===== src/rtl/iopt_pkg.sv =====
package iopt_pkg;
  localparam int VA_W           = 32;
  localparam int PA_W           = 32;
  localparam int DESC_W         = 32;
  localparam int L1_IDX_LSB     = 20;
  localparam int L1_IDX_W       = VA_W - L1_IDX_LSB;
  localparam int L2_IDX_LSB     = 12;
  localparam int L2_IDX_W       = L1_IDX_LSB - L2_IDX_LSB;
  localparam int BASE_W         = PA_W - L1_IDX_W - 2;
  localparam int L2_PTR_LSB     = L2_IDX_W + 2;
  localparam int SECT_LSB       = L1_IDX_LSB;
  localparam int SUPER_LSB      = 24;
  localparam int LARGE_LSB      = 16;
  localparam int SMALL_LSB      = L2_IDX_LSB;
  localparam int SUPER_FLAG_BIT = 18;

  typedef enum logic [1:0] {
    PG_1M  = 2'b00,
    PG_64K = 2'b01,
    PG_4K  = 2'b10,
    PG_16M = 2'b11
  } pg_size_e;

  typedef enum logic [2:0] {
    ST_IDLE, ST_L1_REQ, ST_L1_WAIT, ST_L2_REQ, ST_L2_WAIT, ST_DONE
  } walk_st_e;

  typedef enum logic [1:0] {
    L1K_FAULT, L1K_TABLE, L1K_LEAF
  } l1_kind_e;
endpackage


===== src/rtl/iopt_l1_dec.sv =====
module iopt_l1_dec
  import iopt_pkg::*;
(
  input  logic [DESC_W-1:0]    desc_i,
  input  logic [SUPER_LSB-1:0] va_low_i,
  output l1_kind_e             kind_o,
  output logic [PA_W-1:0]      pa_o,
  output pg_size_e             size_o,
  output logic [PA_W-1:0]      l2_addr_o
);
  always_comb begin
    kind_o    = L1K_FAULT;
    pa_o      = '0;
    size_o    = PG_1M;
    l2_addr_o = {desc_i[DESC_W-1:L2_PTR_LSB], va_low_i[L1_IDX_LSB-1:L2_IDX_LSB], 2'b00};
    if (desc_i != '0) begin
      unique case (desc_i[1:0])
        2'b01: kind_o = L1K_TABLE;
        2'b10: begin
          kind_o = L1K_LEAF;
          // replicated 16 MB entry: wide mask regardless of replica
          if (desc_i[SUPER_FLAG_BIT]) begin
            pa_o   = {desc_i[DESC_W-1:SUPER_LSB], va_low_i[SUPER_LSB-1:0]};
            size_o = PG_16M;
          end else begin
            pa_o   = {desc_i[DESC_W-1:SECT_LSB], va_low_i[SECT_LSB-1:0]};
            size_o = PG_1M;
          end
        end
        default: kind_o = L1K_FAULT;
      endcase
    end
  end
endmodule


===== src/rtl/iopt_l2_dec.sv =====
module iopt_l2_dec
  import iopt_pkg::*;
(
  input  logic [DESC_W-1:0]    desc_i,
  input  logic [LARGE_LSB-1:0] va_low_i,
  output logic                 ok_o,
  output logic [PA_W-1:0]      pa_o,
  output pg_size_e             size_o
);
  always_comb begin
    ok_o   = 1'b0;
    pa_o   = '0;
    size_o = PG_4K;
    if (desc_i != '0) begin
      if (desc_i[1]) begin
        ok_o   = 1'b1;
        pa_o   = {desc_i[DESC_W-1:SMALL_LSB], va_low_i[SMALL_LSB-1:0]};
        size_o = PG_4K;
      end else if (desc_i[0]) begin
        ok_o   = 1'b1;
        pa_o   = {desc_i[DESC_W-1:LARGE_LSB], va_low_i[LARGE_LSB-1:0]};
        size_o = PG_64K;
      end
    end
  end
endmodule


===== src/rtl/iopt_walker.sv =====
module iopt_walker
  import iopt_pkg::*;
(
  input  logic              clk_i,
  input  logic              rst_ni,
  input  logic [BASE_W-1:0] tbl_base_i,
  input  logic              req_valid_i,
  input  logic [VA_W-1:0]   req_addr_i,
  output logic              req_ready_o,
  output logic              mem_req_o,
  output logic [PA_W-1:0]   mem_addr_o,
  input  logic              mem_rvalid_i,
  input  logic [DESC_W-1:0] mem_rdata_i,
  output logic              res_valid_o,
  output logic [PA_W-1:0]   res_pa_o,
  output logic [1:0]        res_size_o,
  output logic              res_fault_o,
  output logic [VA_W-1:0]   res_fault_addr_o
);
  walk_st_e          state_q;
  logic [VA_W-1:0]   va_q;
  logic [PA_W-1:0]   maddr_q;
  logic [PA_W-1:0]   pa_q;
  pg_size_e          size_q;
  logic              fault_q;

  l1_kind_e          l1_kind;
  logic [PA_W-1:0]   l1_pa, l1_next;
  pg_size_e          l1_size;
  logic              l2_ok;
  logic [PA_W-1:0]   l2_pa;
  pg_size_e          l2_size;

  iopt_l1_dec i_l1_dec (
    .desc_i   (mem_rdata_i),
    .va_low_i (va_q[SUPER_LSB-1:0]),
    .kind_o   (l1_kind),
    .pa_o     (l1_pa),
    .size_o   (l1_size),
    .l2_addr_o(l1_next)
  );

  iopt_l2_dec i_l2_dec (
    .desc_i   (mem_rdata_i),
    .va_low_i (va_q[LARGE_LSB-1:0]),
    .ok_o     (l2_ok),
    .pa_o     (l2_pa),
    .size_o   (l2_size)
  );

  always_ff @(posedge clk_i or negedge rst_ni) begin
    if (!rst_ni) begin
      state_q <= ST_IDLE;
      va_q    <= '0;
      maddr_q <= '0;
      pa_q    <= '0;
      size_q  <= PG_1M;
      fault_q <= 1'b0;
    end else begin
      unique case (state_q)
        ST_IDLE: if (req_valid_i) begin
          va_q    <= req_addr_i;
          maddr_q <= {tbl_base_i, req_addr_i[VA_W-1:L1_IDX_LSB], 2'b00};
          state_q <= ST_L1_REQ;
        end
        ST_L1_REQ: state_q <= ST_L1_WAIT;
        ST_L1_WAIT: if (mem_rvalid_i) begin
          unique case (l1_kind)
            L1K_TABLE: begin
              maddr_q <= l1_next;
              state_q <= ST_L2_REQ;
            end
            L1K_LEAF: begin
              pa_q    <= l1_pa;
              size_q  <= l1_size;
              fault_q <= 1'b0;
              state_q <= ST_DONE;
            end
            default: begin
              pa_q    <= '0;
              size_q  <= PG_1M;
              fault_q <= 1'b1;
              state_q <= ST_DONE;
            end
          endcase
        end
        ST_L2_REQ: state_q <= ST_L2_WAIT;
        ST_L2_WAIT: if (mem_rvalid_i) begin
          pa_q    <= l2_ok ? l2_pa : '0;
          size_q  <= l2_size;
          fault_q <= ~l2_ok;
          state_q <= ST_DONE;
        end
        ST_DONE: state_q <= ST_IDLE;
        default: state_q <= ST_IDLE;
      endcase
    end
  end

  assign req_ready_o      = (state_q == ST_IDLE);
  assign mem_req_o        = (state_q == ST_L1_REQ) || (state_q == ST_L2_REQ);
  assign mem_addr_o       = maddr_q;
  assign res_valid_o      = (state_q == ST_DONE);
  assign res_pa_o         = pa_q;
  assign res_size_o       = size_q;
  assign res_fault_o      = fault_q;
  assign res_fault_addr_o = fault_q ? va_q : '0;
endmodule


===== config.mk =====
export PLATFORM = sky130hd
export DESIGN_NAME = iopt_walker
export DESIGN_NICKNAME = d
export VERILOG_FILES = /design/src/rtl/iopt_pkg.sv /design/src/rtl/iopt_l1_dec.sv /design/src/rtl/iopt_l2_dec.sv /design/src/rtl/iopt_walker.sv
export SDC_FILE = /design/constraint.sdc
export NUM_CORES = 1
export LEC_CHECK = 0
export ABC_AREA = 0
export BUFFER_PORTS_ARGS = -buffer_cell sky130_fd_sc_hd__buf_2
export CAP_MARGIN = 20
export CELL_PAD_IN_SITES_DETAIL_PLACEMENT = 1
export CELL_PAD_IN_SITES_GLOBAL_PLACEMENT = 2
export CORE_MARGIN = 10
export CORE_UTILIZATION = 32
export CTS_BUF_LIST = sky130_fd_sc_hd__clkbuf_8 sky130_fd_sc_hd__clkbuf_16
export DETAILED_ROUTE_END_ITERATION = 12
export GPL_TIMING_DRIVEN = 1
export PLACE_DENSITY_LB_ADDON = 0.12
export SYNTH_ARGS = -nofsm -noshare
export SYNTH_HDL_FRONTEND = slang
export SYNTH_SLANG_ARGS = --single-unit

===== constraint.sdc =====
create_clock -name clk_i -period 5.09 [get_ports clk_i]
set_input_delay 0 -clock clk_i [delete_from_list [all_inputs] [get_ports clk_i]]
set_output_delay 0 -clock clk_i [all_outputs]
set_load 0.03 [all_outputs]

==> out/metrics.yaml <==
run_status:
  status: "completed"
global_routing:
  grt_pass1_vias: 4254
  antenna_found_initial: 1
  use_met2_pct: 26.70
  grt_max_degree: 61
  grt-busiest-layer: "met2"
  use_met1_pct: 18.75
  grt_overflow_total: 0
  grtUsageMet3_pct: 6.096
  grt_usage_pct: 15.87
  grt_pass1_wl_um: 24840
hold_path:
  min_path_cells: 3
  hold_path.class: "in -> reg"
routing:
  dr.pass1.iters: 4
  wl_per_cell_um: 19.23
  num_vias: 3804
  drt_iter0_drc: 115
  postRouteAntennaNets: 0
  drc: 0
  vias_per_cell: 4.791
  routed_wl_um: 15270
sta:
  clock.fmax_ghz: 0.3605
  rsz0062_at_grt: "no"
  fin_skew_ps: 6.244
  slew_viol_final: 0
  hold_viol: 0
  tns_ps: 0
  maxSlewHeadroom_pct: 34.11
  period_minus_slack_ps: 2774
  fin_crit_sh_pct: 54.49
  fin_ws_ps: 2316
  setup_viol: 0
  worst_pin_slew_ps: 988.3
placed_design:
  dp_cells: 709
  gp_congestion: 0.7388
  post_dp_cell_area_sq_um: 5589
  dp_hpwl_um: 10810
  dp_slack_ps: 2431
  portBuffers: 177
final_layout:
  area_delta_synth_final_pct: 45.32
  final_cell_mix: "buf_2 (176), dfrtp_1 (100), dlygate4sd3_1 (69)"
  drive_above_1_share_pct: 41.11
  fin_area_sq_um: 6600
  post_layout_nonfiller_instances: 794
  fin_nets: 696
  final_common_cell: "buf_2"
  finish.utilization_pct: 47.55
worst_setup_path:
  arrival_ps: 2970
  crit_chain: "nor3b_2, buf_6, buf_4, mux2i_1, dlygate4sd3_1, a21oi_1"
  cp-start-kind: "flop"
  cpMaxStageDelayCell: "dfrtp_1"
  worstPathMaxFanout: 20
  crit_family: "buffers and inverters"
  crit_path_end_kind: "flop"
  required_ps: 5290
  worst-path-stages: 6
  r2r_cells: 6
  crit_buf_inv: 3
  crit_type: "reg -> reg"
  cpPeakStageDelay_ps: 630
job:
  max_cap_viol_count: 0
cts:
  clkSlewWorstSetupHoldPaths_ps: 60
  tritoncts: "yes"
  h-tree-depth: 3
  cts_buffers: 9
  ctsResizeCount: 0
  cts_root_buffer: "clkbuf_16"
  clkLatencyLatePin_ps: 350
  cts_num_sinks: 100
  cts_buffer_depth: 2
floorplan:
  initial_core_util_pct: 32.72
  dieWidth_um: 139.1
  num_io_pins: 188
  die_h_um: 139.1
  die_area_sq_um: 19360
  rows: 43
  coreArea_sq_um: 13880
synth:
  synthCells: 374
  ys_types: 29
  ys_seq_elements: 100
  ys_warn_count: 0
  async_flop_share_pct: 100.0
  synth_edf_count: 0
  ys_seq_area_share_pct: 55.10
  synth_ff_type: "dfrtp_1"
  synth_area_sq_um: 4542
  syn_area_per_cell_sq_um: 12.14
power_and_ir_drop:
  pwr_density_cell_nw_per_um2: 674.6
  vdd_ir_drop_max_v: 0.0003555
  p_leak_nw: 3.113
what timing repair did:
action                    in CTS  in global routing
hold buffers                  69                  0
buffers inserted               0                  0
hold endpoints to repair     114                  0
per-layer routing:
metal	wire length (um)	vias up
met4	225	0
met5	0	-
met3	955	14
met2	7638	95
met1	6452	1897
li1	-	1798
worst register-to-register path: cells and delay by family (launching register included):
| family | cells | cell delay [ps] |
|---|---|---|
| buf+inv | 3 | 1200 |
| compound gates | 1 | 60 |
| flops | 1 | 630 |
| mux | 1 | 240 |
| simple gates | 1 | 500 |
power by group:
part           total (mW)  internal (mW)  switching, mW
clock network       0.720          0.435          0.285
registers            1.46           1.16          0.304
logic                2.27          0.830           1.44
total                4.45           2.43           2.03
cells by family (layout without fill, tap and decap cells):
kind of cell,after synthesis,in the layout,synth area share [%]
other,1,3,0.08257
muxes,81,81,19.20
and+or+nand+nor,85,85,10.25
buffers and inverters,30,268,3.306
DFF,100,100,55.10
AOI/OAI and AO/OA,77,77,12.07
through the flow:
stage                     hold WS (ps)  power (mW)
after global routing             14.05       4.760
after detailed placement         50.71       3.727
after floorplan                 -295.6       2.983
after global placement           49.41       3.671
after CTS                        1.286       4.524
final                            14.20       4.452
Yosys cell counts, drive strengths merged, types with 2 or more instances:
cell type | instances | share of area, %
o2bb2ai | 4 | 0.77
and2 | 33 | 4.5
nor2b | 4 | 0.55
clkbuf | 7 | 0.58
nor3b | 3 | 0.61
a21oi | 35 | 3.9
o21ai | 3 | 0.33
a22oi | 4 | 0.66
nor2 | 36 | 3.0
buf | 21 | 2.6
inv | 2 | 0.17
mux2i | 32 | 7.1
nand2b | 3 | 0.41
mux2 | 49 | 12
a2111oi | 2 | 0.80
dfrtp | 100 | 55
a22o | 28 | 5.4
final timing paths:
path / end / startpoint / slack, ps
max reg2reg: mem_addr_o[20]$_DFFE_PN0P_ / state_q[1]$_DFFE_PN0P_ / 2320
min in group asynchronous: va_q[30]$_DFFE_PN0P_ / rst_ni / 190
max: mem_addr_o[20]$_DFFE_PN0P_ / state_q[1]$_DFFE_PN0P_ / 2320
max in group asynchronous: va_q[27]$_DFFE_PN0P_ / rst_ni / 3720
min reg2reg: res_pa_o[31]$_DFFE_PN0P_ / res_pa_o[31]$_DFFE_PN0P_ / 500
min: mem_addr_o[15]$_DFFE_PN0P_ / mem_rdata_i[15] / 10
sequential cells by signal (all words and copies together), names as in the netlist:
signal	count
res_pa_o	32
state_q	3
res_size_o	2
res_fault_o	1
mem_addr_o	30
va_q	32
cell type report:
type                            count  area [sq um]
Antenna cell                        1         2.502
Clock buffer                       10         239.0
Clock inverter                      4         67.56
Fill cell                        1541          7281
Inverter                            2         7.507
Multi-Input combinational cell    245          1928
Sequential cell                   100          2502
Tap cell                          180         225.2
Timing Repair Buffer              252          1628
(Power assumes the default switching activity.)
